===== config.mk =====
export PLATFORM = sky130hd
export DESIGN_NAME = flash_boot_seq
export DESIGN_NICKNAME = d
export VERILOG_FILES = /design/src/rtl/fbs_pkg.sv /design/src/rtl/fbs_spi_shift.sv /design/src/rtl/fbs_gap_timer.sv /design/src/rtl/flash_boot_seq.sv
export SDC_FILE = /design/constraint.sdc
export NUM_CORES = 1
export LEC_CHECK = 0
export ABC_AREA = 1
export CORE_MARGIN = 4
export CORE_UTILIZATION = 52
export DETAILED_ROUTE_END_ITERATION = 16
export PLACE_DENSITY_LB_ADDON = 0.15
export SLEW_MARGIN = 30
export SYNTH_ARGS = -nofsm -noshare
export SYNTH_HDL_FRONTEND = slang
export SYNTH_SLANG_ARGS = --single-unit

===== constraint.sdc =====
create_clock -name clk -period 2.3 [get_ports clk]
set_input_delay 0.46 -clock clk [delete_from_list [all_inputs] [get_ports clk]]
set_output_delay 0.46 -clock clk [all_outputs]
set_load 0.01 [all_outputs]

===== src/rtl/fbs_pkg.sv =====
`timescale 1ns/1ps
package fbs_pkg;
    localparam int          FADDR_W   = 24;
    localparam int          HDR_BYTES = 4;
    localparam logic [7:0]  CMD_READ  = 8'h03;

    typedef enum logic [2:0] {
        S_IDLE,
        S_LOAD,
        S_XFER,
        S_GAP,
        S_FINISH
    } seq_state_e;
endpackage


===== src/rtl/fbs_spi_shift.sv =====
`timescale 1ns/1ps
// One-byte mode-0 shifter: MSB first, MISO sampled on SCLK rise.
module fbs_spi_shift #(
    parameter int SCLK_DIV = 4
) (
    input  logic       clk,
    input  logic       rst_n,
    input  logic       start_i,
    input  logic [7:0] tx_i,
    input  logic       miso_i,
    output logic       sclk_o,
    output logic       mosi_o,
    output logic       done_o,
    output logic [7:0] rx_o
);
    localparam int HALF = (SCLK_DIV / 2 > 0) ? SCLK_DIV / 2 : 1;
    localparam int HW   = (HALF > 1) ? $clog2(HALF) : 1;

    typedef struct packed {
        logic          active;
        logic [HW-1:0] cnt;
        logic [2:0]    bitn;
        logic          sclk;
        logic [7:0]    sh;
        logic [7:0]    rx;
        logic          done;
    } sh_regs_t;

    sh_regs_t q, d;

    always_comb begin
        d      = q;
        d.done = 1'b0;
        if (start_i && !q.active) begin
            d.active = 1'b1;
            d.sh     = tx_i;
            d.bitn   = 3'd0;
            d.sclk   = 1'b0;
            d.cnt    = '0;
        end else if (q.active) begin
            if (q.cnt == HW'(HALF - 1)) begin
                d.cnt = '0;
                if (!q.sclk) begin
                    d.sclk = 1'b1;
                    d.rx   = {q.rx[6:0], miso_i};
                end else begin
                    d.sclk = 1'b0;
                    if (q.bitn == 3'd7) begin
                        d.active = 1'b0;
                        d.done   = 1'b1;
                    end else begin
                        d.bitn = q.bitn + 3'd1;
                        d.sh   = {q.sh[6:0], 1'b0};
                    end
                end
            end else begin
                d.cnt = q.cnt + HW'(1);
            end
        end
    end

    always_ff @(posedge clk or negedge rst_n) begin
        if (!rst_n) q <= '0;
        else        q <= d;
    end

    assign sclk_o = q.sclk;
    assign mosi_o = q.sh[7];
    assign done_o = q.done;
    assign rx_o   = q.rx;
endmodule


===== src/rtl/fbs_gap_timer.sv =====
`timescale 1ns/1ps
// Counts cycles while run_i is high; flags the last one of GAP_CYCLES.
module fbs_gap_timer #(
    parameter int GAP_CYCLES = 125
) (
    input  logic clk,
    input  logic rst_n,
    input  logic run_i,
    output logic expired_o
);
    localparam int LIMIT = (GAP_CYCLES > 0) ? GAP_CYCLES : 1;
    localparam int GW    = (LIMIT > 1) ? $clog2(LIMIT) : 1;

    logic [GW-1:0] cnt_q, cnt_d;
    logic          hit;

    assign hit       = (cnt_q == GW'(LIMIT - 1));
    assign expired_o = run_i && hit;

    always_comb begin
        if (!run_i)  cnt_d = '0;
        else if (hit) cnt_d = cnt_q;
        else          cnt_d = cnt_q + GW'(1);
    end

    always_ff @(posedge clk or negedge rst_n) begin
        if (!rst_n) cnt_q <= '0;
        else        cnt_q <= cnt_d;
    end
endmodule


===== src/rtl/flash_boot_seq.sv =====
`timescale 1ns/1ps
module flash_boot_seq
    import fbs_pkg::*;
#(
    parameter int DEST_W     = 32,
    parameter int LEN_W      = 24,
    parameter int MAX_CHUNK  = 60,
    parameter int SCLK_DIV   = 4,
    parameter int GAP_CYCLES = 125
) (
    input  logic               clk,
    input  logic               rst_n,
    input  logic               start_i,
    input  logic [23:0]        flash_addr_i,
    input  logic [DEST_W-1:0]  dest_addr_i,
    input  logic [LEN_W-1:0]   len_i,
    output logic               busy_o,
    output logic               done_o,
    output logic               spi_cs_n_o,
    output logic               spi_sclk_o,
    output logic               spi_mosi_o,
    input  logic               spi_miso_i,
    output logic               wr_valid_o,
    output logic [DEST_W-1:0]  wr_addr_o,
    output logic [7:0]         wr_data_o
);
    localparam int FRAME_MAX = MAX_CHUNK + HDR_BYTES;
    localparam int IDX_W     = $clog2(FRAME_MAX + 1);

    typedef struct packed {
        seq_state_e          state;
        logic [FADDR_W-1:0]  faddr;
        logic [DEST_W-1:0]   dest;
        logic [LEN_W-1:0]    remain;
        logic [IDX_W-1:0]    chunk;
        logic [IDX_W-1:0]    idx;
        logic                cs_n;
        logic                sh_start;
        logic [7:0]          sh_byte;
        logic                wr_valid;
        logic [DEST_W-1:0]   wr_addr;
        logic [7:0]          wr_data;
        logic                busy;
        logic                done;
    } seq_regs_t;

    seq_regs_t q, d;

    logic       sh_done;
    logic [7:0] sh_rx;
    logic       gap_expired;

    function automatic logic [7:0] hdr_byte(input logic [IDX_W-1:0] i,
                                            input logic [FADDR_W-1:0] a);
        logic [7:0] b;
        if      (i == IDX_W'(0)) b = CMD_READ;
        else if (i == IDX_W'(1)) b = a[23:16];
        else if (i == IDX_W'(2)) b = a[15:8];
        else if (i == IDX_W'(3)) b = a[7:0];
        else                     b = 8'h00;
        return b;
    endfunction

    fbs_spi_shift #(.SCLK_DIV(SCLK_DIV)) u_shift (
        .clk     (clk),
        .rst_n   (rst_n),
        .start_i (q.sh_start),
        .tx_i    (q.sh_byte),
        .miso_i  (spi_miso_i),
        .sclk_o  (spi_sclk_o),
        .mosi_o  (spi_mosi_o),
        .done_o  (sh_done),
        .rx_o    (sh_rx)
    );

    fbs_gap_timer #(.GAP_CYCLES(GAP_CYCLES)) u_gap (
        .clk       (clk),
        .rst_n     (rst_n),
        .run_i     (q.state == S_GAP),
        .expired_o (gap_expired)
    );

    always_comb begin
        d          = q;
        d.sh_start = 1'b0;
        d.wr_valid = 1'b0;
        d.done     = 1'b0;
        case (q.state)
            S_IDLE: begin
                if (start_i) begin
                    if (len_i == '0) begin
                        d.done = 1'b1;
                    end else begin
                        d.busy   = 1'b1;
                        d.faddr  = flash_addr_i;
                        d.dest   = dest_addr_i;
                        d.remain = len_i;
                        d.state  = S_LOAD;
                    end
                end
            end
            S_LOAD: begin
                if (q.remain > LEN_W'(MAX_CHUNK)) d.chunk = IDX_W'(MAX_CHUNK);
                else                              d.chunk = q.remain[IDX_W-1:0];
                d.idx      = '0;
                d.cs_n     = 1'b0;
                d.sh_start = 1'b1;
                d.sh_byte  = hdr_byte('0, q.faddr);
                d.state    = S_XFER;
            end
            S_XFER: begin
                if (sh_done) begin
                    if (q.idx >= IDX_W'(HDR_BYTES)) begin
                        d.wr_valid = 1'b1;
                        d.wr_addr  = q.dest;
                        d.wr_data  = sh_rx;
                        d.dest     = q.dest + DEST_W'(1);
                    end
                    if (q.idx == q.chunk + IDX_W'(HDR_BYTES - 1)) begin
                        d.cs_n   = 1'b1;
                        d.faddr  = q.faddr + FADDR_W'(q.chunk);
                        d.remain = q.remain - LEN_W'(q.chunk);
                        d.state  = (q.remain == LEN_W'(q.chunk)) ? S_FINISH : S_GAP;
                    end else begin
                        d.idx      = q.idx + IDX_W'(1);
                        d.sh_start = 1'b1;
                        d.sh_byte  = hdr_byte(q.idx + IDX_W'(1), q.faddr);
                    end
                end
            end
            S_GAP: begin
                if (gap_expired) d.state = S_LOAD;
            end
            S_FINISH: begin
                d.busy  = 1'b0;
                d.done  = 1'b1;
                d.state = S_IDLE;
            end
            default: d.state = S_IDLE;
        endcase
    end

    always_ff @(posedge clk or negedge rst_n) begin
        if (!rst_n) begin
            q      <= '0;
            q.cs_n <= 1'b1;
        end else begin
            q <= d;
        end
    end

    assign busy_o     = q.busy;
    assign done_o     = q.done;
    assign spi_cs_n_o = q.cs_n;
    assign wr_valid_o = q.wr_valid;
    assign wr_addr_o  = q.wr_addr;
    assign wr_data_o  = q.wr_data;
endmodule


# ---- Word-level counts from Yosys, hierarchy flattened
# Index checks and enable logic that the tools add are counted.
# Widths: inputs -> output; s select.
dict set report word_totals {
  regBits 180
  output_inout_bits 46
}
dict set report op_classes {
  add_sub_neg 8
  magnitude_cmp 2
  n_eq_ne 20
  n_mux 44
  bitwise 2
  n_reduce_logical 22
}
# cell n
set op_table {}
lappend op_table {{$mux 83} 3}
lappend op_table {{$pmux 80 s2} 1}
lappend op_table {{$mux 41} 2}
lappend op_table {{$mux 58} 1}
lappend op_table {{$mux 8} 7}
lappend op_table {{$pmux 17 s2} 1}
lappend op_table {{$add 32x1->32 const B} 1}
lappend op_table {{$mux 32} 1}
lappend op_table {{$mux 7} 4}
lappend op_table {{$mux 27} 1}
lappend op_table {{$add 24x7->24} 1}
lappend op_table {{$eq 24x7->1} 1}
lappend op_table {{$gt 24x6->1 const B} 1}
lappend op_table {{$logic_not 24->1} 1}
lappend op_table {{$mux 24} 1}
lappend op_table {{$sub 24x7->24} 1}
lappend op_table {{$mux 23} 1}
lappend op_table {{$mux 21} 1}
lappend op_table {{$reduce_and 5->1} 3}
lappend op_table {{$add 7x1->7 const B} 2}
lappend op_table {{$eq 7x2->1 const B} 2}
lappend op_table {{$mux 14} 1}
lappend op_table {{$ne 2x2->1 const B} 7}
lappend op_table {{$mux 3} 4}
lappend op_table {{other kinds (25)} 49}

# ---- Longest topological paths before layout
dict set report logic_depth {
  ltp_word 9
  depth_mapped 16
}

# ---- Hierarchy
# From an unflattened synthesis, not the netlist that was laid out.
dict set report unflattened {
  cells_unflattened 1728
  area_unflattened_um2 11805.1
}
# module n_inst cells_each area_each_um2
set by_module_without_submodules {}
lappend by_module_without_submodules {flash_boot_seq 1 1540 10203.5}
lappend by_module_without_submodules {fbs_spi_shift 1 139 1179.9}
lappend by_module_without_submodules {fbs_gap_timer 1 49 421.7}

# ---- Worst setup path before layout
# No wires, ideal clock.
dict set report synth_path {
  kind {register to register}
  start {reg q[60] (netlist bit)}
  end {reg q[139] (netlist bit)}
  setup_time_ns 0.065
  arrival_ns 2.060
  required_time_ns 2.235
  path_slack_ns 0.175
  stages_incl_launch_ff 13
  path_buffers 0
  period_less_slack_ns 2.125
  path_cell_list {dfrtp_1 > ha_1 > inv_1 > fa_1 > o21ai_0 > nand2_1 > nand2_1 > inv_1 > o21ai_0 > nand3_1 > nand2_1 > nand2_1 > nand2_1}
}
dict set report synth_via {
  elab_chain_len 4
  elab_cells_between_ends 8
}
# item line
set synth_rtl {}
lappend synth_rtl {{from (decl)} flash_boot_seq.sv:47} ;# seq_regs_t q, d;
lappend synth_rtl {{$add 24x7->24 or $add 7x2->7 (tied branches)} {flash_boot_seq.sv:121, flash_boot_seq.sv:119}}
lappend synth_rtl {{$mux 27 or $eq 7x7->1 (tied branches)} flash_boot_seq.sv:119} ;# if (q.idx == q.chunk + IDX_W'(HDR_BYTES - 1)) begin
lappend synth_rtl {{$mux 83 or $ne 2x2->1 (tied branches)} n/a}
lappend synth_rtl {{$pmux 80 s2 or $reduce_and 5->1 (tied branches)} n/a}
# Several ways; a longest one is shown, not always the timed one. The select of a mux whose other input is x is not followed.
# A chain may end at the register's enable or synchronous reset.

# ---- Worst setup path in the final report
dict set report layout_path {
  start {reg q[60] (netlist bit)}
  end {reg q[54] (netlist bit)}
}
dict set report layout_via {
  elab_chain_len 4
}
# item line
set layout_rtl {}
lappend layout_rtl {{$add 7x2->7} flash_boot_seq.sv:119}
lappend layout_rtl {{$eq 7x7->1} flash_boot_seq.sv:119}
lappend layout_rtl {{$ne 2x2->1 (no source line)} n/a}
lappend layout_rtl {{$reduce_and 3->1 (no source line)} n/a}
# Every way passes these cells.

==> run summary <==
Worst setup EP type = flip-flop
ys flop type = dfrtp_1
post-synthesis sequential area ratio = 0.394
Total Routed Length = 30500 um
CTS Buffer Depth = 2
PD cells = 463 nW/um2
Layout Cells excl Fill = 2051
Post-Syn Instances = 1646
YS warnings = 0
die width = 156 um
Yosys top cell area share = 0.392
syn_area_per_cell = 6.94 um2
final net count = 1874
Core ar. = 21300 um2
all-layer global routing usage = 0.257
clock sinks = 180
share of cells above drive strength 1 = 0.0715
Slew Limit Headroom = 0.586
Post-synth top cells = nand2_1, dfrtp_1, inv_1
top-count cell post-synth = nand2_1
fillcell total = 1913
Slew Limit Fails = 0
reg2reg path depth = 14
Ant. Diodes = 0
largest net degree at the start of global routing = 56
routed via count = 11000
# placed instances = 2016
DP Area = 13000 um2
fmax = 0.462 GHz
overall die area = 24400 um2
cell taking the most area after synthesis = dfrtp_1
I/O Pins = 130
status = completed
Detail Placement HPWL = 22700 um
CP Max Fanout = 14
CP Data Arrival Time = 2.51 ns
Worst Path Buf+Inv = 4
worst hold slack = 0.472 ns
crit share post-route = 0.940
EDFF count, synth = 0
gpl congestion = 0.937
CP Launch Type = flip-flop
Syn-to-layout area delta = 19.9%
initial antenna violation count = 0
actual slew at the worst max-slew pin = 0.620 ns
Routed Antenna Nets = 0
average wire per standard cell = 14.8 um
largest cells by area after synthesis = dfrtp_1, nand2_1, nand3_1
DR pass1 iterations = 5
Mapped Area = 11400 um2
RSZ-0062 raised after global routing = yes
fin area = 13700 um2
vias in the first global route = 10700
initial core utilization = 0.537
Worst Hold Class = reg -> reg
P_leak = 6.71 nW
drt via density = 5.34
flop2flop setup slack = 0.14 ns
H-tree lvl count = 4
CP max stage cell = dfrtp_2
Clock Latency Late Sink = 0.44 ns
initial DRC count = 844
register bit count reported by yosys = 180
unique cell type count in the Yosys netlist = 44
port bufs = 129
Remaining DRCs = 0
total grt overflow = 0
worst r2r dst = q[54]
CTS Buf Count = 17
WS Path Type = reg -> reg
cell family with most CP delay = simple AND/OR/NAND/NOR gates
Hold Path Cell Cnt = 1
final setup violation count = 0
Req. time, crit path = 2.64 ns
hold_sp = u_gap.cnt_q[5]
Core Rows = 53
first-pass GRT wire length = 51200 um
CP max stage delay = 0.44 ns
Max-Cap Viols = 0
Reg clk slew, reported paths = 0.07 ns
crit path from = q[60]
clock tree from TritonCTS = built
Reg-to-Reg Start = q[60]
ys async rst share = 1.00
syn nets = 1757
Tot Pwr = 6.34 mW
Max VDD drop = 0.000502 V
Final Skew = 0.0136 ns
count of final hold-check violations = 0
Hold Path End = u_gap.cnt_q[5]
Final min period = 2.16 ns
Die Y-Extent = 156 um
clk root buf = clkbuf_16
critical-path cell list = inv_1, ha_1, inv_1, nand3_1, nor2_1, nand2_1, nand2_1, inv_1, nor2_1, nand3_2, nand3_1, buf_6, nand3_1, o21ai_0
layout by cell type (no fill, tap or decap), drive strengths merged, types with 8 or more instances in the layout:
master / instances
a21oi: 36
clkinv: 8
nor3: 26
nand4: 31
xor2: 18
dfrtp: 179
mux2i: 11
nand3: 157
nand2: 561
ha: 25
o21ai: 148
buf: 60
clkdlybuf4s50: 128
xnor2: 8
clkbuf: 17
inv: 175
nor2: 139
through the flow:
stage / TNS, ns / setup WS (ns) / util
after CTS: 0 / 0.0302 / 0.639
final: 0 / 0.137 / 0.644
after detailed placement: -16.32 / -0.269 / 0.611
after global routing: -0.0171 / -0.00731 / 0.644
after global placement: -11.31 / -0.204 / 0.611
after floorplan: 0 / 0.175 / -
cells by family (layout without fill, tap and decap cells):
logic type,count (synthesis),after routing,synth area share
xor gates and xnor gates,26,26,0.0199
buffers and inverters,260,390,0.105
adders and majority gates,27,27,0.0309
and+or+nand+nor,931,931,0.341
muxes,11,11,0.00964
DFF,180,180,0.394
AOI/OAI and AO/OA,211,211,0.0990
worst register-to-register path, delay by kind of cell (launching register included):
kind | cells | cell delay, ns
fa+ha+maj | 1 | 0.22
simple gates | 8 | 0.89
compound gates | 1 | 0.11
buf+inv | 4 | 0.42
flops | 1 | 0.44
cell type report:
class	instances	area, um2	share of cell area
clock inverter	15	156	0.0114
tap	275	344	0.0251
inverter	169	647	0.0472
timing repair buffer	189	1840	0.134
clock buffer	17	425	0.0310
multi-input combinational	1206	5780	0.422
sequential	180	4510	0.329
registers in the layout, summed over array words and instances, names as in the netlist:
register and count:
u_shift.rx_o 8, u_shift.done_o 1, q 106, u_gap.cnt_q 7, busy_o 1, spi_cs_n_o 1
wr_data_o 8, u_shift.mosi_o 1, u_shift.q 12, u_shift.sclk_o 1, wr_addr_o 32, wr_valid_o 1
done_o 1
timing repair:
item	CTS	global route
gates resized for setup	4	25
endpoints found under the hold margin	39	0
pin swaps	0	2
setup endpoints to repair	45	55
setup buffers	1	1
hold buffers	1	0
where the power goes:
part | switching, mW | internal, mW | total [mW]
Clock | 1.45 | 1.45 | 2.90
Sequential | 0.00447 | 3.17 | 3.17
Combinational | 0.113 | 0.152 | 0.265
how the worst max path moves through the flow:
stage | end | slack [ns] | depth (start not counted)
after global routing | q[50] | -0.007 | 15
after floorplan | q[139] | 0.17 | 12
final | q[54] | 0.14 | 14
after CTS | q[72] | 0.03 | 15
after global placement | q[139] | -0.20 | 11
after detailed placement | q[88] | -0.27 | 11
per-layer routing:
metal | routed length [um] | share of wire | vias up | GRT usage
met2 | 14700 | 0.48 | 350 | 0.431
met4 | 599 | 0.020 | 0 | 0.0806
met1 | 13300 | 0.44 | 5050 | 0.341
met3 | 1870 | 0.061 | 47 | 0.0445
met5 | 0 | 0 | - | 0
li1 | - | - | 5511 | -
(Power assumes the default switching activity.)
